<file path="src/rtl/tapdisp_pkg.sv">
package tapdisp_pkg;
  localparam int ST_W  = 4;
  localparam int IR_W  = 8;
  localparam int N_UPD = 5;
  localparam int N_RTI = 3;

  localparam logic [ST_W-1:0] TAP_TLR    = 4'hF;
  localparam logic [ST_W-1:0] TAP_RTI    = 4'hC;
  localparam logic [ST_W-1:0] TAP_UPD_IR = 4'hD;

  typedef enum logic [1:0] {
    CAL_IDLE   = 2'd0,
    CAL_SETTLE = 2'd1,
    CAL_TRIM   = 2'd2
  } cal_phase_t;
endpackage

</file>
<file path="src/rtl/tap_entry_detect.sv">
module tap_entry_detect
  import tapdisp_pkg::*;
#(
  parameter int                       N_TGT   = 2,
  parameter logic [N_TGT*ST_W-1:0]    TARGETS = {TAP_RTI, TAP_UPD_IR}
) (
  input  logic            clk,
  input  logic            rst,
  input  logic [ST_W-1:0] state,
  output logic [N_TGT-1:0] entered
);
  logic [ST_W-1:0] prev_state;

  always_ff @(posedge clk) begin
    if (rst) prev_state <= TAP_TLR;
    else     prev_state <= state;
  end

  for (genvar g = 0; g < N_TGT; g++) begin : g_tgt
    localparam logic [ST_W-1:0] CODE = TARGETS[g*ST_W +: ST_W];
    assign entered[g] = (state == CODE) && (prev_state != CODE);
  end
endmodule

</file>
<file path="src/rtl/instr_group_decode.sv">
module instr_group_decode
  import tapdisp_pkg::*;
#(
  parameter logic [IR_W-1:0] OP_ADDR   = 8'h01,
  parameter logic [IR_W-1:0] OP_BYPASS = 8'hFF,
  parameter logic [IR_W-1:0] OP_EXTEST = 8'h00,
  parameter logic [IR_W-1:0] OP_IDCODE = 8'h16,
  parameter logic [IR_W-1:0] OP_SAMPLE = 8'h1C,
  parameter logic [IR_W-1:0] OP_PROG   = 8'h27,
  parameter logic [IR_W-1:0] OP_VERIFY = 8'h2A,
  parameter logic [IR_W-1:0] OP_ERASE  = 8'h30,
  parameter logic [IR_W-1:0] OP_CAL    = 8'h3C
) (
  input  logic [IR_W-1:0]  ir,
  output logic [N_UPD-1:0] upd_hit,
  output logic [N_RTI-1:0] rti_hit,
  output logic             cal_hit
);
  localparam logic [N_UPD*IR_W-1:0] UPD_CODES =
    {OP_SAMPLE, OP_IDCODE, OP_EXTEST, OP_BYPASS, OP_ADDR};
  localparam logic [N_RTI*IR_W-1:0] RTI_CODES =
    {OP_ERASE, OP_VERIFY, OP_PROG};

  for (genvar u = 0; u < N_UPD; u++) begin : g_upd
    assign upd_hit[u] = (ir == UPD_CODES[u*IR_W +: IR_W]);
  end

  for (genvar r = 0; r < N_RTI; r++) begin : g_rti
    assign rti_hit[r] = (ir == RTI_CODES[r*IR_W +: IR_W]);
  end

  assign cal_hit = (ir == OP_CAL);
endmodule

</file>
<file path="src/rtl/cal_sequencer.sv">
module cal_sequencer
  import tapdisp_pkg::*;
#(
  parameter int SETTLE_CYC = 200,
  parameter int TRIM_CYC   = 300
) (
  input  logic clk,
  input  logic rst,
  input  logic req,
  output logic busy,
  output logic trim,
  output logic done,
  output logic force_zero
);
  localparam int MAX_CYC = (SETTLE_CYC > TRIM_CYC) ? SETTLE_CYC : TRIM_CYC;
  localparam int CNT_W   = $clog2(MAX_CYC + 1);
  localparam logic [CNT_W-1:0] SETTLE_LAST = CNT_W'(SETTLE_CYC - 1);
  localparam logic [CNT_W-1:0] TRIM_LAST   = CNT_W'(TRIM_CYC - 1);

  cal_phase_t       phase;
  logic [CNT_W-1:0] cnt;

  always_ff @(posedge clk) begin
    if (rst) begin
      phase      <= CAL_IDLE;
      cnt        <= '0;
      done       <= 1'b0;
      force_zero <= 1'b0;
    end else begin
      done <= 1'b0;
      unique case (phase)
        CAL_IDLE: begin
          if (req) begin
            phase      <= CAL_SETTLE;
            cnt        <= '0;
            force_zero <= 1'b1;
          end
        end
        CAL_SETTLE: begin
          if (cnt == SETTLE_LAST) begin
            phase <= CAL_TRIM;
            cnt   <= '0;
          end else begin
            cnt <= cnt + 1'b1;
          end
        end
        CAL_TRIM: begin
          if (cnt == TRIM_LAST) begin
            phase      <= CAL_IDLE;
            cnt        <= '0;
            done       <= 1'b1;
            force_zero <= 1'b0;
          end else begin
            cnt <= cnt + 1'b1;
          end
        end
        default: phase <= CAL_IDLE;
      endcase
    end
  end

  assign busy = (phase != CAL_IDLE);
  assign trim = (phase == CAL_TRIM);
endmodule

</file>
<file path="src/rtl/tap_dispatch.sv">
module tap_dispatch
  import tapdisp_pkg::*;
#(
  parameter logic [IR_W-1:0] OP_ADDR    = 8'h01,
  parameter logic [IR_W-1:0] OP_BYPASS  = 8'hFF,
  parameter logic [IR_W-1:0] OP_EXTEST  = 8'h00,
  parameter logic [IR_W-1:0] OP_IDCODE  = 8'h16,
  parameter logic [IR_W-1:0] OP_SAMPLE  = 8'h1C,
  parameter logic [IR_W-1:0] OP_PROG    = 8'h27,
  parameter logic [IR_W-1:0] OP_VERIFY  = 8'h2A,
  parameter logic [IR_W-1:0] OP_ERASE   = 8'h30,
  parameter logic [IR_W-1:0] OP_CAL     = 8'h3C,
  parameter int              SETTLE_CYC = 200,
  parameter int              TRIM_CYC   = 300
) (
  input  logic             clk,
  input  logic             rst,
  input  logic [3:0]       tap_state,
  input  logic [7:0]       ir_value,
  output logic [4:0]       upd_fire,
  output logic [2:0]       rti_fire,
  output logic             cal_busy,
  output logic             cal_trim,
  output logic             cal_done,
  output logic             out_force_zero
);
  logic [1:0]       entered;
  logic [N_UPD-1:0] upd_hit;
  logic [N_RTI-1:0] rti_hit;
  logic             cal_hit;

  // entered[0] = Update-IR entry, entered[1] = Run-Test/Idle entry
  tap_entry_detect #(
    .N_TGT  (2),
    .TARGETS({TAP_RTI, TAP_UPD_IR})
  ) u_entry (
    .clk    (clk),
    .rst    (rst),
    .state  (tap_state),
    .entered(entered)
  );

  instr_group_decode #(
    .OP_ADDR  (OP_ADDR),   .OP_BYPASS(OP_BYPASS), .OP_EXTEST(OP_EXTEST),
    .OP_IDCODE(OP_IDCODE), .OP_SAMPLE(OP_SAMPLE), .OP_PROG  (OP_PROG),
    .OP_VERIFY(OP_VERIFY), .OP_ERASE (OP_ERASE),  .OP_CAL   (OP_CAL)
  ) u_dec (
    .ir     (ir_value),
    .upd_hit(upd_hit),
    .rti_hit(rti_hit),
    .cal_hit(cal_hit)
  );

  always_ff @(posedge clk) begin
    if (rst) begin
      upd_fire <= '0;
      rti_fire <= '0;
    end else begin
      upd_fire <= entered[0] ? upd_hit : '0;
      rti_fire <= entered[1] ? rti_hit : '0;
    end
  end

  cal_sequencer #(
    .SETTLE_CYC(SETTLE_CYC),
    .TRIM_CYC  (TRIM_CYC)
  ) u_cal (
    .clk       (clk),
    .rst       (rst),
    .req       (entered[1] & cal_hit),
    .busy      (cal_busy),
    .trim      (cal_trim),
    .done      (cal_done),
    .force_zero(out_force_zero)
  );
endmodule

</file>
<file path="config.mk">
export PLATFORM = sky130hd
export DESIGN_NAME = tap_dispatch
export DESIGN_NICKNAME = d
export VERILOG_FILES = /design/src/rtl/tapdisp_pkg.sv /design/src/rtl/tap_entry_detect.sv /design/src/rtl/instr_group_decode.sv /design/src/rtl/cal_sequencer.sv /design/src/rtl/tap_dispatch.sv
export SDC_FILE = /design/constraint.sdc
export NUM_CORES = 1
export LEC_CHECK = 0
export BUFFER_PORTS_ARGS = -buffer_cell sky130_fd_sc_hd__buf_2
export CAP_MARGIN = 10
export CORE_MARGIN = 5
export CORE_UTILIZATION = 57
export CTS_BUF_LIST = sky130_fd_sc_hd__clkbuf_2
export DETAILED_ROUTE_END_ITERATION = 6
export PLACE_DENSITY_LB_ADDON = 0.25
export SLEW_MARGIN = 10
export SYNTH_ARGS = -nofsm -noshare
export SYNTH_HDL_FRONTEND = slang
export SYNTH_HIERARCHICAL = 1
export SYNTH_SLANG_ARGS = --single-unit
</file>
<file path="constraint.sdc">
create_clock -name clk -period 2.2 [get_ports clk]
set_clock_uncertainty 0.1 [all_clocks]
set_input_delay 0.11 -clock clk [delete_from_list [all_inputs] [get_ports clk]]
set_output_delay 0.11 -clock clk [all_outputs]
set_load 0.02 [all_outputs]
</file>
Yosys cells after proc, flatten, opt, wreduce, memory -nomap -nowiden
Index checks and enable logic that the tools add are counted.
{ "totals": {"register_bits": 25, "in_bits": 14, "output_inout_bits": 12, "wordCells": 56} }
{ "op_classes": {"add_sub_neg": 1, "n_eq_ne": 19, "muxes": 12, "n_bitwise": 4, "reduce_logical": 13} }
{ "op_table": {"columns": ["operator", "count"], "rows": [
  ["== test 8 x 6 -> 1 bit, second input constant", 4],
  ["2-to-1 mux 9 bit", 3],
  ["case mux 9 bit (3 select lines)", 1],
  ["== test 8 x 5 -> 1 bit, second input constant", 2],
  ["adder 9 x 1 -> 9 bit, second input constant", 1],
  ["== test 9 x 8 -> 1 bit, second input constant", 1],
  ["== test 9 bit, second input constant", 1],
  ["== test 4 bit, second input constant", 2],
  ["== test 8 x 1 -> 1 bit, second input constant", 1],
  ["== test 8 bit, second input constant", 1],
  ["zero test 8 bit", 1],
  ["inequality test 4 bit, second input constant", 2],
  ["2-to-1 mux 2 bit", 3],
  ["inequality test 2 x 1 -> 1 bit, second input constant", 3],
  ["case mux 2 bit (3 select lines)", 1],
  ["AND reduction 3 bit", 2],
  ["OR reduction 2 bit", 3],
  ["nonzero test 2 bit", 2],
  ["2-to-1 mux 1 bit", 3],
  ["NOT 1 bit", 3],
  ["nonzero test 3 bit", 1],
  ["== test 2 x 1 -> 1 bit, second input constant", 1],
  ["== test 2 bit, second input constant", 1],
  ["logical AND 1 bit", 2],
  ["4 further kinds", 4]
]} }

Longest topological paths before layout
Gate-level depths: netlist of run 1.
{ "depth": {"word_depth": 5, "ltp_mapped": 8, "depth_no_buf": 7} }

By module
The synthesis of run 1 kept the hierarchy.
{ "modules_own_cells": {"columns": ["module", "instances", "cells_each", "area_per_inst_um2", "seq_area_each_um2"], "rows": [
  ["cal_sequencer", 1, 107, 868.3, 260.2],
  ["tap_dispatch", 1, 17, 236.5, 160.2],
  ["tap_entry_detect", 1, 13, 152.6, 80.1],
  ["instr_group_decode", 1, 20, 138.9, 0.0]
]} }

Least setup slack after synthesis of run 1
OpenSTA, ideal clock, no wires.
{ "synth_timing": {"path_type": "flip-flop to flip-flop", "start": "reg u_entry.prev_state[0]", "end": "reg u_cal.cnt[2]", "setup_ns": 0.071, "arrival_time_ns": 1.769, "t_required_ns": 2.029, "slack_ns": 0.261, "path_stages_with_launch": 9, "n_path_buf": 1, "synth_period_minus_slack_ns": 1.939, "cell_sequence": "dfxtp_1 and4bb_2 nor4_1 and2_1 nor2b_1 clkbuf_1 nor4b_1 o221ai_1 a21oi_1"} }
{ "synth_between": {"elab_chain_cells": 5} }
{ "synth_lines": {"columns": ["item", "line_no", "rtl"], "rows": [
  ["from (decl)", "tap_entry_detect.sv:12", "logic [ST_W-1:0] prev_state;"],
  ["from (signal assigned)", "tap_entry_detect.sv:16", "else prev_state <= state;"],
  ["inequality test 4 bit", "tap_entry_detect.sv:21", "assign entered[g] = (state == CODE) && (prev_state != CODE);"],
  ["logical AND 1 bit", "tap_entry_detect.sv:21", null],
  ["net entered[1]", "tap_dispatch.sv:27", "logic [1:0] entered;"],
  ["AND 1 bit", "tap_dispatch.sv:70", ".req (entered[1] & cal_hit),"],
  ["inequality test 2 x 1 -> 1 bit (no line)", null, null],
  ["AND reduction 2 bit (no line)", null, null],
  ["to (signal assigned)", "cal_sequencer.sv:44", "cnt <= cnt + 1'b1;"],
  ["to (signal assigned)", "cal_sequencer.sv:54", "cnt <= cnt + 1'b1;"],
  ["to (decl)", "cal_sequencer.sv:21", "logic [CNT_W-1:0] cnt;"]
]} }
The timed path passes the listed nets, and every way through them passes these cells.
A chain may end at the register's enable or synchronous reset.

Worst setup path after layout of run 1
Ends and elaborated chain as after synthesis.

==> impl_metrics.xml, run 1 <==
<?xml version="1.0" encoding="UTF-8"?>
<metrics>
  <group name="critical_path">
    <metric name="criticalPathCategory" unit="">reg -&gt; reg</metric>
    <metric name="rr_startpoint" unit="">u_entry/prev_state[0]</metric>
    <metric name="r2r_depth" unit="">7</metric>
    <metric name="worstSetupEndpointType" unit="">register</metric>
    <metric name="delay_contributed_by_the_slowest_stage_of_the_critical_path" unit="ns">0.38</metric>
    <metric name="startpoint" unit="">u_entry/prev_state[0]</metric>
    <metric name="timing.critical_path.cells" unit="">and4bb_2 -&gt; nor4_2 -&gt; and2_1 -&gt; nor2b_2 -&gt; nor4b_1 -&gt; o221ai_1 -&gt; a21oi_1</metric>
    <metric name="rrSetupSlack" unit="ns">0.28</metric>
    <metric name="timing.critical_path.fanout_max" unit="">10</metric>
    <metric name="worstSetupStartpointType" unit="">register</metric>
    <metric name="required" unit="ns">2.38</metric>
    <metric name="critPathArrivalTime" unit="ns">2.10</metric>
    <metric name="timing.critical_path.slowest_stage_cell" unit="">sky130_fd_sc_hd__dfxtp_1</metric>
    <metric name="reg2reg_to" unit="">u_cal/cnt[2]</metric>
  </group>
  <group name="logic_synthesis">
    <metric name="post_synth_most_frequent_cells" unit="">25 x sky130_fd_sc_hd__dfxtp_1, 20 x sky130_fd_sc_hd__nand2_1, 10 x sky130_fd_sc_hd__nor3_1</metric>
    <metric name="synth_edf_count" unit="">0</metric>
    <metric name="ys_types" unit="">43</metric>
    <metric name="synth.area.mux_share" unit="%">1.43</metric>
    <metric name="mappedNetlistNets" unit="">177</metric>
    <metric name="yosys.area.top_type_share" unit="%">35.8</metric>
    <metric name="synth_most_common_cell" unit="">sky130_fd_sc_hd__dfxtp_1</metric>
    <metric name="synthXorXnorAreaFrac" unit="%">0.627</metric>
    <metric name="netlist_instances" unit="">157</metric>
    <metric name="seq_area_frac_synth" unit="%">35.8</metric>
    <metric name="synth-compound-area-share" unit="%">12.5</metric>
    <metric name="netlist_area" unit="sq um">1400</metric>
    <metric name="post_synth_and_or_nand_nor_area_fraction" unit="%">40.6</metric>
    <metric name="post_synth.cell_area_avg" unit="sq um">8.89</metric>
    <metric name="yosysWarningCount" unit="">6</metric>
    <metric name="synth_top_flop_cell" unit="">sky130_fd_sc_hd__dfxtp_1</metric>
    <metric name="post_synth_fa_ha_maj_area_fraction" unit="%">5.38</metric>
    <metric name="yosys-top-cells-area" unit="">sky130_fd_sc_hd__dfxtp_1 36%, sky130_fd_sc_hd__ha_1 5.4%, sky130_fd_sc_hd__nand2_1 5.4%</metric>
    <metric name="synthDominantAreaCellType" unit="">sky130_fd_sc_hd__dfxtp_1</metric>
    <metric name="yosys_register_bits" unit="">25</metric>
    <metric name="synth_top_family_by_area" unit="">simple AND/OR/NAND/NOR gates</metric>
    <metric name="async_reset_ff_share" unit="%">0</metric>
  </group>
  <group name="power">
    <metric name="pwr-share-seq" unit="%">66.6</metric>
    <metric name="combPwrFrac" unit="%">8.5</metric>
    <metric name="ir_worst_vdd" unit="mV">0.312</metric>
    <metric name="p_switching" unit="W">0.000163</metric>
    <metric name="power.switching_fraction" unit="%">23.6</metric>
    <metric name="clock_power_share" unit="%">24.9</metric>
    <metric name="cell_internal_pwr" unit="W">0.000528</metric>
    <metric name="leakage" unit="nW">0.712</metric>
    <metric name="power_per_cell_area" unit="nW/um^2">423</metric>
  </group>
  <group name="clocking">
    <metric name="ctsRootBufferMaster" unit="">sky130_fd_sc_hd__clkbuf_2</metric>
    <metric name="ctsLongestPathBuffers" unit="">2</metric>
    <metric name="clock_tree_from_tritoncts" unit="">done</metric>
    <metric name="clk_latency" unit="ns">0.33</metric>
    <metric name="cts.repair_timing.setup_buffer_count" unit="">0</metric>
    <metric name="numClockSinks" unit="">25</metric>
    <metric name="numCtsBuffers" unit="">3</metric>
    <metric name="clk_pin_slew_worst_paths" unit="ns">0.23</metric>
    <metric name="h-tree-depth" unit="">1</metric>
  </group>
  <group name="final_layout">
    <metric name="final_layout_size_suffix_gt1_share" unit="%">24.3</metric>
    <metric name="insertedDiodeCount" unit="">0</metric>
    <metric name="flow.area_growth_from_synthesis" unit="%">17.0</metric>
    <metric name="final.fill_count" unit="">198</metric>
    <metric name="nets" unit="">210</metric>
  </group>
  <group name="global_route">
    <metric name="total_global_routing_overflow" unit="">0</metric>
    <metric name="first_global_vias" unit="">1242</metric>
    <metric name="antenna_found_initial" unit="">0</metric>
    <metric name="grt_pass1_wl" unit="mm">5.32</metric>
    <metric name="groute.usage.overall" unit="%">19.2</metric>
    <metric name="grt_start_max_net_pins" unit="">23</metric>
  </group>
  <group name="floorplan">
    <metric name="die-width" unit="microns">59.5</metric>
    <metric name="pin_count" unit="">26</metric>
    <metric name="floorplan.die_area" unit="sq um">3540</metric>
    <metric name="fp.dieH" unit="microns">59.5</metric>
    <metric name="initial_utilization" unit="%">57.9</metric>
    <metric name="floorplan.rows" unit="">18</metric>
    <metric name="core_area" unit="sq um">2410</metric>
  </group>
  <group name="drt">
    <metric name="detailroute.via_count" unit="">1309</metric>
    <metric name="detail_route.vias_per_cell" unit="">5.98</metric>
    <metric name="detail-route-antenna-nets" unit="">0</metric>
    <metric name="drcViolationCount" unit="">0</metric>
    <metric name="drt_iter0_markers" unit="">63</metric>
    <metric name="routedWlPerCell" unit="microns">14.3</metric>
    <metric name="drt-total-wl" unit="mm">3.14</metric>
    <metric name="number_of_optimization_iterations_in_the_first_detailed_route_pass" unit="">4</metric>
  </group>
  <group name="sta">
    <metric name="setup_tns" unit="ns">0</metric>
    <metric name="finalMaxSlewViolations" unit="">0</metric>
    <metric name="timing.final.crit_share" unit="%">87.3</metric>
    <metric name="rsz_0062_raised_after_global_routing" unit="">no</metric>
    <metric name="max_slew_margin" unit="%">62.9</metric>
    <metric name="tightestPinTransition" unit="ns">0.554</metric>
    <metric name="finalHoldViolCount" unit="">0</metric>
    <metric name="min_period" unit="ns">1.92</metric>
    <metric name="final_report_setup_violation_count" unit="">0</metric>
    <metric name="peak_clock_frequency_supported_by_timing" unit="MHz">521</metric>
    <metric name="whs" unit="ns">0.0220</metric>
  </group>
  <group name="min_path">
    <metric name="timing.hold.worst_endpoint" unit="">rti_fire[1]</metric>
    <metric name="hold-path-cell-count" unit="">3</metric>
    <metric name="hold_path_startpoint" unit="">ir_value[2]</metric>
    <metric name="holdCritPathClass" unit="">in -&gt; reg</metric>
  </group>
  <group name="placement">
    <metric name="globalplace.congestion" unit="">0.842</metric>
    <metric name="buffer_ports.inserted" unit="">25</metric>
    <metric name="dp_hpwl" unit="mm">2.35</metric>
  </group>
  <group name="flow_run">
    <metric name="drv.max_cap_violation_count" unit="">0</metric>
  </group>
  <group name="outcome">
    <metric name="outcome" unit="">finished, final reports clean</metric>
  </group>
</metrics>
[routing by layer]
layer	up-vias	wire length [microns]	track usage (%)
met5	-	0	0
met4	0	42	5.38
met3	4	136	3.27
met2	40	1610	34.8
met1	614	1350	23.1
li1	651	-	-
[sequential cells by signal (all words and copies together) (netlist names)]
signal,flops
rti_fire,3
u_cal/cnt,9
u_cal/done,1
u_cal/force_zero,1
u_cal/phase,2
u_entry/prev_state,4
upd_fire,5
[cells by family (layout without fill, tap and decap cells)]
| group | Yosys count | count (layout) |
|---|---|---|
| multiplexers | 2 | 2 |
| flip-flops | 25 | 25 |
| buffers and inverters | 10 | 42 |
| AO/OA/AOI/OAI | 25 | 25 |
| XOR/XNOR | 1 | 1 |
| adder cells (fa/ha/maj) | 6 | 6 |
| AND/OR/NAND/NOR | 88 | 88 |
[power by group through the flow]
stage | clock [W] | combinational, W | sequential (W)
6_report | 0.000172 | 0.0000590 | 0.000460
5_1_grt | 0.000200 | 0.0000646 | 0.000462
4_1_cts | 0.000182 | 0.0000560 | 0.000461
3_5_place_dp | 0 | 0.0000493 | 0.000469
3_3_place_gp | 0 | 0.0000472 | 0.000469
2_1_floorplan | 0 | 0.0000223 | 0.000469
[area by class of cell]
class	count	area (sq um)	area share, %
repair buffers	33	203	12.4
inverters	5	18.8	1.15
flip-flops and latches	25	500	30.6
clock inverters	1	5.00	0.306
clock buffers	3	15.0	0.919
well taps	30	37.5	2.30
multi-input cells	122	855	52.3
[cell usage in the layout, fill, tap and decap left out, drive strengths merged, types with 5 or more instances in the layout]
| cell type | netlist | final |
|---|---|---|
| and3b | 8 | 8 |
| nand3 | 6 | 6 |
| inv | 5 | 5 |
| nor2 | 5 | 5 |
| nor3 | 10 | 10 |
| dfxtp | 25 | 25 |
| nor4 | 8 | 8 |
| dlygate4sd3 | 0 | 7 |
| buf | 3 | 26 |
| ha | 6 | 6 |
| a21oi | 5 | 5 |
| or2 | 6 | 6 |
| o21ai | 5 | 5 |
| and4bb | 5 | 5 |
| nand2 | 20 | 20 |
[worst max-delay path, delay by kind of cell (launching register included)]
kind	cells	cell delay [ns]
AND/OR/NAND/NOR	5	1.06
flip-flops	1	0.38
AO/OA/AOI/OAI	2	0.32
[metrics by stage]
stage               setup WS [ns]  power, W  util, %  instance area (sq um)  cells
finish                      0.280  0.000691     67.8                   1630    219
CTS                         0.116  0.000699     67.0                   1620    218
detailed placement          0.174  0.000519     63.7                   1540    208
floorplan                   0.261  0.000491        -                   1400    157
global route               0.0670  0.000726     67.8                   1630    219
global placement            0.263  0.000516     63.7                   1540    208
[how the worst max path moves through the flow]
stage	to	slack, ns	cells past startpoint
after floorplan	u_cal/cnt[2]	0.26	8
after global placement	u_cal/cnt[2]	0.26	7
after detailed placement	u_cal/phase[1]	0.17	7
after CTS	u_cal/phase[1]	0.12	7
after global routing	u_cal/cnt[2]	0.07	7
final	u_cal/cnt[2]	0.28	7
[repair_timing]
action                     4_1_cts  5_1_grt
resized for setup                0        2
hold buffers                     6        1
hold endpoints to repair         5        1
setup endpoints to repair        0        6
(Power assumes the default switching activity.)
==> run 2, diff against run 1 <==
- CORE_UTILIZATION: 57 -> 54
- CTS_BUF_LIST: sky130_fd_sc_hd__clkbuf_2 -> unset
==> impl_metrics.xml, run 2 (synthesized netlist as in run 1, its figures left out) <==
<?xml version="1.0" encoding="UTF-8"?>
<metrics>
  <group name="clocking">
    <metric name="clk_latency" unit="ns">0.31</metric>
    <metric name="cts.repair_timing.setup_buffer_count" unit="">0</metric>
    <metric name="clk_pin_slew_worst_paths" unit="ns">0.13</metric>
    <metric name="ctsLongestPathBuffers" unit="">2</metric>
    <metric name="numClockSinks" unit="">25</metric>
    <metric name="h-tree-depth" unit="">1</metric>
    <metric name="numCtsBuffers" unit="">3</metric>
    <metric name="clock_tree_from_tritoncts" unit="">done</metric>
    <metric name="ctsRootBufferMaster" unit="">sky130_fd_sc_hd__clkbuf_4</metric>
  </group>
  <group name="drt">
    <metric name="drt_iter0_markers" unit="">55</metric>
    <metric name="detailroute.via_count" unit="">1287</metric>
    <metric name="routedWlPerCell" unit="microns">14.5</metric>
    <metric name="drt-total-wl" unit="mm">3.14</metric>
    <metric name="detail_route.vias_per_cell" unit="">5.96</metric>
    <metric name="number_of_optimization_iterations_in_the_first_detailed_route_pass" unit="">6</metric>
    <metric name="drcViolationCount" unit="">0</metric>
    <metric name="detail-route-antenna-nets" unit="">0</metric>
  </group>
  <group name="final_layout">
    <metric name="final_cells" unit="">216</metric>
    <metric name="area.sequential" unit="sq um">500</metric>
    <metric name="multi_input_area" unit="sq um">862</metric>
    <metric name="final.fill_count" unit="">224</metric>
    <metric name="largest_register_ffs" unit="">9</metric>
    <metric name="nets" unit="">207</metric>
    <metric name="layout_common_cells" unit="">25 x sky130_fd_sc_hd__buf_2, 25 x sky130_fd_sc_hd__dfxtp_1, 20 x sky130_fd_sc_hd__nand2_1, 10 x sky130_fd_sc_hd__nor3_1, 8 x sky130_fd_sc_hd__and3b_1</metric>
    <metric name="final_layout_size_suffix_gt1_share" unit="%">25.3</metric>
    <metric name="layout_top_registers" unit="">u_cal/cnt x9, upd_fire x5, u_entry/prev_state x4</metric>
    <metric name="regMostFlops" unit="">u_cal/cnt</metric>
    <metric name="insertedDiodeCount" unit="">0</metric>
    <metric name="flow.area_growth_from_synthesis" unit="%">15.9</metric>
  </group>
  <group name="placement">
    <metric name="dp_hpwl" unit="mm">2.33</metric>
    <metric name="pre_cts_ws" unit="ns">0.0697</metric>
    <metric name="buffer_ports.inserted" unit="">25</metric>
    <metric name="placed_cells" unit="">208</metric>
    <metric name="globalplace.congestion" unit="">0.867</metric>
  </group>
  <group name="floorplan">
    <metric name="initial_utilization" unit="%">56.4</metric>
    <metric name="floorplan.die_area" unit="sq um">3700</metric>
    <metric name="fp.dieH" unit="microns">60.9</metric>
    <metric name="core_area" unit="sq um">2480</metric>
    <metric name="pin_count" unit="">26</metric>
    <metric name="floorplan.rows" unit="">18</metric>
    <metric name="die-width" unit="microns">60.9</metric>
  </group>
  <group name="critical_path">
    <metric name="timing.critical_path.buf_inv" unit="">3</metric>
    <metric name="delay_contributed_by_the_slowest_stage_of_the_critical_path" unit="ns">0.54</metric>
    <metric name="timing.critical_path.slowest_stage_cell" unit="">sky130_fd_sc_hd__dlygate4sd3_1</metric>
    <metric name="rr_startpoint" unit="">u_entry/prev_state[0]</metric>
    <metric name="rrSetupSlack" unit="ns">0.20</metric>
    <metric name="critPathArrivalTime" unit="ns">2.17</metric>
    <metric name="criticalPathCategory" unit="">in -&gt; reg</metric>
    <metric name="timing.critical_path.fanout_max" unit="">10</metric>
    <metric name="worstSetupStartpointType" unit="">input pin</metric>
    <metric name="required" unit="ns">2.34</metric>
    <metric name="worstSetupEndpointType" unit="">register</metric>
    <metric name="startpoint" unit="">tap_state[1]</metric>
    <metric name="critical-path-top-delay-family" unit="">buffers and inverters</metric>
    <metric name="timing.critical_path.cells" unit="">dlygate4sd3_1 -&gt; buf_2 -&gt; nor4_2 -&gt; buf_4 -&gt; and2_2 -&gt; nor2b_2 -&gt; nor4b_2 -&gt; o221ai_1 -&gt; a21oi_1</metric>
  </group>
  <group name="global_route">
    <metric name="grt_start_max_net_pins" unit="">23</metric>
    <metric name="antenna_found_initial" unit="">0</metric>
    <metric name="first_global_vias" unit="">1237</metric>
    <metric name="grt_pass1_wl" unit="mm">5.24</metric>
    <metric name="total_global_routing_overflow" unit="">0</metric>
    <metric name="groute.usage.overall" unit="%">18.4</metric>
  </group>
  <group name="power">
    <metric name="pwr-share-seq" unit="%">64.2</metric>
    <metric name="p_switching" unit="W">0.000160</metric>
    <metric name="power_per_cell_area" unit="nW/um^2">442</metric>
    <metric name="ir_worst_vdd" unit="mV">0.339</metric>
    <metric name="leakage" unit="nW">0.696</metric>
    <metric name="clock_power_share" unit="%">27.9</metric>
    <metric name="cell_internal_pwr" unit="W">0.000554</metric>
    <metric name="power.switching_fraction" unit="%">22.5</metric>
    <metric name="combPwrFrac" unit="%">7.9</metric>
  </group>
  <group name="sta">
    <metric name="timing.final.crit_share" unit="%">92.0</metric>
    <metric name="peak_clock_frequency_supported_by_timing" unit="MHz">494</metric>
    <metric name="max_slew_margin" unit="%">63.1</metric>
    <metric name="finalHoldViolCount" unit="">0</metric>
    <metric name="min_period" unit="ns">2.03</metric>
    <metric name="setup_slack" unit="ns">0.175</metric>
    <metric name="whs" unit="ns">0.0493</metric>
    <metric name="finalMaxSlewViolations" unit="">0</metric>
    <metric name="final_report_setup_violation_count" unit="">0</metric>
    <metric name="tightestPinTransition" unit="ns">0.550</metric>
  </group>
  <group name="outcome">
    <metric name="outcome" unit="">finished, final reports clean</metric>
  </group>
  <group name="min_path">
    <metric name="holdCritPathClass" unit="">in -&gt; reg</metric>
    <metric name="hold_path_startpoint" unit="">ir_value[4]</metric>
  </group>
  <group name="flow_run">
    <metric name="drv.max_cap_violation_count" unit="">0</metric>
  </group>
</metrics>
-- run 2: routing by layer --
metal	GRT usage (%)	part of all wire [%]
met4	6.81	0.64
met2	30.7	50
met1	23.3	45
met5	0	0
met3	3.83	4.2
-- run 2: final timing paths --
kind / cells past startpoint / endpoint
max: 9 / u_cal/cnt[2]
min: 3 / upd_fire[2]
max reg2reg: 8 / u_cal/cnt[2]
min reg2reg: 2 / u_cal/cnt[1]
-- run 2: worst reg2reg max path, cell delays in order, from the launching register on --
cell	delay (ns)
sky130_fd_sc_hd__dfxtp_1	0.33
sky130_fd_sc_hd__and4bb_2	0.29
sky130_fd_sc_hd__nor4_2	0.04
sky130_fd_sc_hd__buf_4	0.13
sky130_fd_sc_hd__and2_2	0.21
sky130_fd_sc_hd__nor2b_2	0.36
sky130_fd_sc_hd__nor4b_2	0.10
sky130_fd_sc_hd__o221ai_1	0.21
sky130_fd_sc_hd__a21oi_1	0.11
-- run 2: through the flow --
stage               power (W)  TNS, ns  cell area (sq um)  utilization (%)
floorplan            0.000491        0               1400                -
global placement     0.000515        0               1540             62.0
detailed placement   0.000518        0               1540             62.0
CTS                  0.000721        0               1600             64.6
global route         0.000759  -0.0102               1620             65.3
finish               0.000715        0               1620             65.3
-- run 2: final cells by class --
| cell class | instances | area share (%) |
|---|---|---|
| inverter | 5 | 1.16 |
| sequential | 25 | 30.9 |
| clock buffer | 4 | 1.62 |
| multi-input combinational | 122 | 53.3 |
| tap | 30 | 2.32 |
| timing repair buffer | 30 | 10.7 |
-- run 2: what timing repair did --
item                                    in CTS  in global routing
endpoints found under the hold margin        4                  0
resized for setup                            0                  4
hold buffers                                 4                  0
endpoints found under the setup margin       0                  8
-- run 2: power groups by stage --
stage / registers [W] / clock network, W / logic, W
after floorplan: 0.000469 / 0 / 0.0000223
after global placement: 0.000469 / 0 / 0.0000468
after detailed placement: 0.000469 / 0 / 0.0000494
after CTS: 0.000459 / 0.000208 / 0.0000549
after global routing: 0.000460 / 0.000237 / 0.0000621
final: 0.000459 / 0.000200 / 0.0000562
==> run 3, diff against run 2 <==
- REMOVE_ABC_BUFFERS: unset -> 1
==> impl_metrics.xml, run 3 (synthesized netlist as in run 1, its figures left out) <==
<?xml version="1.0" encoding="UTF-8"?>
<metrics>
  <group name="clocking">
    <metric name="numCtsBuffers" unit="">3</metric>
    <metric name="clk_latency" unit="ns">0.32</metric>
    <metric name="clock_tree_from_tritoncts" unit="">done</metric>
    <metric name="h-tree-depth" unit="">1</metric>
    <metric name="cts.repair_timing.setup_buffer_count" unit="">0</metric>
    <metric name="ctsRootBufferMaster" unit="">sky130_fd_sc_hd__clkbuf_4</metric>
    <metric name="clk_pin_slew_worst_paths" unit="ns">0.14</metric>
    <metric name="ctsLongestPathBuffers" unit="">2</metric>
    <metric name="numClockSinks" unit="">25</metric>
  </group>
  <group name="power">
    <metric name="finalPower" unit="W">0.000726</metric>
    <metric name="pwr-share-seq" unit="%">63.2</metric>
    <metric name="combPwrFrac" unit="%">7.7</metric>
    <metric name="cell_internal_pwr" unit="W">0.000553</metric>
    <metric name="p_switching" unit="W">0.000173</metric>
    <metric name="ir_worst_vdd" unit="mV">0.361</metric>
    <metric name="power_per_cell_area" unit="nW/um^2">449</metric>
    <metric name="power.switching_fraction" unit="%">23.8</metric>
    <metric name="clock_power_share" unit="%">29.1</metric>
    <metric name="leakage" unit="nW">0.690</metric>
  </group>
  <group name="flow_run">
    <metric name="drv.max_cap_violation_count" unit="">0</metric>
  </group>
  <group name="floorplan">
    <metric name="die-width" unit="microns">60.9</metric>
    <metric name="pin_count" unit="">26</metric>
    <metric name="initial_utilization" unit="%">56.4</metric>
    <metric name="fp.dieH" unit="microns">60.9</metric>
    <metric name="core_area" unit="sq um">2480</metric>
    <metric name="floorplan.rows" unit="">18</metric>
    <metric name="floorplan.die_area" unit="sq um">3700</metric>
  </group>
  <group name="drt">
    <metric name="drcViolationCount" unit="">0</metric>
    <metric name="number_of_optimization_iterations_in_the_first_detailed_route_pass" unit="">4</metric>
    <metric name="routedWlPerCell" unit="microns">13.9</metric>
    <metric name="detail_route.vias_per_cell" unit="">5.82</metric>
    <metric name="detail-route-antenna-nets" unit="">0</metric>
    <metric name="drt-total-wl" unit="mm">2.99</metric>
    <metric name="drt_iter0_markers" unit="">41</metric>
    <metric name="detailroute.via_count" unit="">1251</metric>
  </group>
  <group name="min_path">
    <metric name="hold_path_startpoint" unit="">ir_value[5]</metric>
    <metric name="holdCritPathClass" unit="">in -&gt; reg</metric>
    <metric name="timing.hold.worst_endpoint" unit="">upd_fire[2]</metric>
    <metric name="hold-path-cell-count" unit="">3</metric>
  </group>
  <group name="sta">
    <metric name="min_period" unit="ns">1.96</metric>
    <metric name="tightestPinTransition" unit="ns">0.555</metric>
    <metric name="final_report_setup_violation_count" unit="">0</metric>
    <metric name="timing.final.crit_share" unit="%">89.2</metric>
    <metric name="finalMaxSlewViolations" unit="">0</metric>
    <metric name="finalHoldViolCount" unit="">0</metric>
    <metric name="setup_tns" unit="ns">0</metric>
    <metric name="rsz_0062_raised_after_global_routing" unit="">no</metric>
    <metric name="peak_clock_frequency_supported_by_timing" unit="MHz">509</metric>
    <metric name="max_slew_margin" unit="%">62.8</metric>
  </group>
  <group name="placement">
    <metric name="buffer_ports.inserted" unit="">25</metric>
    <metric name="placed_cells" unit="">207</metric>
    <metric name="dp_hpwl" unit="mm">2.24</metric>
    <metric name="globalplace.congestion" unit="">0.899</metric>
  </group>
  <group name="final_layout">
    <metric name="layout_common_cells" unit="">25 x sky130_fd_sc_hd__buf_2, 25 x sky130_fd_sc_hd__dfxtp_1, 20 x sky130_fd_sc_hd__nand2_1, 10 x sky130_fd_sc_hd__nor3_1, 8 x sky130_fd_sc_hd__and3b_1</metric>
    <metric name="insertedDiodeCount" unit="">0</metric>
    <metric name="layout_top_registers" unit="">u_cal/cnt x9, upd_fire x5, u_entry/prev_state x4</metric>
    <metric name="regMostFlops" unit="">u_cal/cnt</metric>
    <metric name="core_util_final" unit="%">65.2</metric>
    <metric name="final.fill_count" unit="">227</metric>
    <metric name="flow.area_growth_from_synthesis" unit="%">15.7</metric>
    <metric name="final_layout_size_suffix_gt1_share" unit="%">24.3</metric>
    <metric name="final_cells" unit="">215</metric>
    <metric name="largest_register_ffs" unit="">9</metric>
    <metric name="nets" unit="">206</metric>
  </group>
  <group name="critical_path">
    <metric name="criticalPathCategory" unit="">in -&gt; reg</metric>
    <metric name="reg2reg_to" unit="">u_cal/cnt[2]</metric>
    <metric name="rr_startpoint" unit="">u_entry/prev_state[0]</metric>
    <metric name="critPathArrivalTime" unit="ns">2.13</metric>
    <metric name="timing.critical_path.fanout_max" unit="">10</metric>
    <metric name="rrSetupSlack" unit="ns">0.25</metric>
    <metric name="r2r_depth" unit="">7</metric>
    <metric name="worstSetupStartpointType" unit="">input pin</metric>
    <metric name="worstSetupEndpointType" unit="">register</metric>
    <metric name="required" unit="ns">2.36</metric>
  </group>
  <group name="global_route">
    <metric name="grt_start_max_net_pins" unit="">23</metric>
    <metric name="grt_pass1_wl" unit="mm">4.93</metric>
    <metric name="total_global_routing_overflow" unit="">0</metric>
    <metric name="first_global_vias" unit="">1107</metric>
    <metric name="antenna_found_initial" unit="">0</metric>
    <metric name="groute.usage.overall" unit="%">17.2</metric>
  </group>
  <group name="outcome">
    <metric name="outcome" unit="">finished, final reports clean</metric>
  </group>
</metrics>
run 3: cell count changes in the layout (fill, tap and decap cells not counted), sizes merged:
cell,before,now
buf,26,25
clkbuf,4,3
clkinvlp,0,1
run 3: stage by stage:
step / setup WS, ns / area [sq um] / hold WS [ns]
3_3_place_gp: 0.183 / 1530 / 0.211
3_5_place_dp: 0.0287 / 1530 / 0.217
2_1_floorplan: 0.359 / 1370 / 0.0791
6_report: 0.237 / 1620 / 0.0363
5_1_grt: 0.0376 / 1620 / 0.0410
4_1_cts: 0.139 / 1600 / 0.0222
run 3: power groups by stage:
stage | clock network, W | logic [W] | registers [W]
6_report | 0.000211 | 0.0000557 | 0.000459
3_5_place_dp | 0 | 0.0000477 | 0.000469
3_3_place_gp | 0 | 0.0000464 | 0.000468
2_1_floorplan | 0 | 0.0000201 | 0.000469
4_1_cts | 0.000224 | 0.0000539 | 0.000459
5_1_grt | 0.000238 | 0.0000621 | 0.000460
run 3: critical path, cell delays in order:
cell                            delay [ns]
sky130_fd_sc_hd__dlygate4sd3_1        0.52
sky130_fd_sc_hd__buf_2                0.10
sky130_fd_sc_hd__nand2_1              0.10
sky130_fd_sc_hd__nor4_4               0.27
sky130_fd_sc_hd__and2_1               0.25
sky130_fd_sc_hd__nor2b_2              0.13
sky130_fd_sc_hd__nor4b_1              0.29
sky130_fd_sc_hd__o221ai_1             0.18
sky130_fd_sc_hd__a21oi_1              0.17
run 3: worst max path at each step:
stage          slack [ns]  cells after the start            to                   from
2_1_floorplan        0.36                      7  u_cal/cnt[2]  u_entry/prev_state[0]
3_3_place_gp         0.18                      7  u_cal/cnt[2]  u_entry/prev_state[0]
3_5_place_dp         0.03                      7  u_cal/cnt[2]  u_entry/prev_state[0]
4_1_cts              0.14                      7  u_cal/cnt[2]  u_entry/prev_state[0]
5_1_grt              0.04                      9  u_cal/cnt[2]           tap_state[3]
6_report             0.24                      9  u_cal/cnt[2]           tap_state[2]
run 3: layout make-up:
| class | instances | area (sq um) | area share [%] |
|---|---|---|---|
| inverter | 5 | 18.8 | 1.16 |
| clock buffer | 3 | 22.5 | 1.39 |
| multi-input combinational | 122 | 863 | 53.4 |
| clock inverter | 1 | 7.51 | 0.465 |
| timing repair buffer | 29 | 165 | 10.2 |
| tap | 30 | 37.5 | 2.32 |
| sequential | 25 | 500 | 31.0 |
run 3: per-layer routing:
metal	GRT usage, %	up-vias	wire length, microns	share of wire, %
li1	-	633	-	-
met1	24.4	582	1440	48
met2	27.0	32	1380	46
met3	2.13	4	136	4.5
met4	5.57	0	31	1.0
met5	0	-	0	0
run 3: repair_timing:
action	in CTS	in global routing
hold endpoints to repair	4	0
hold buffers	4	0
cloned	0	0
setup endpoints to repair	1	3
resized for setup	1	2
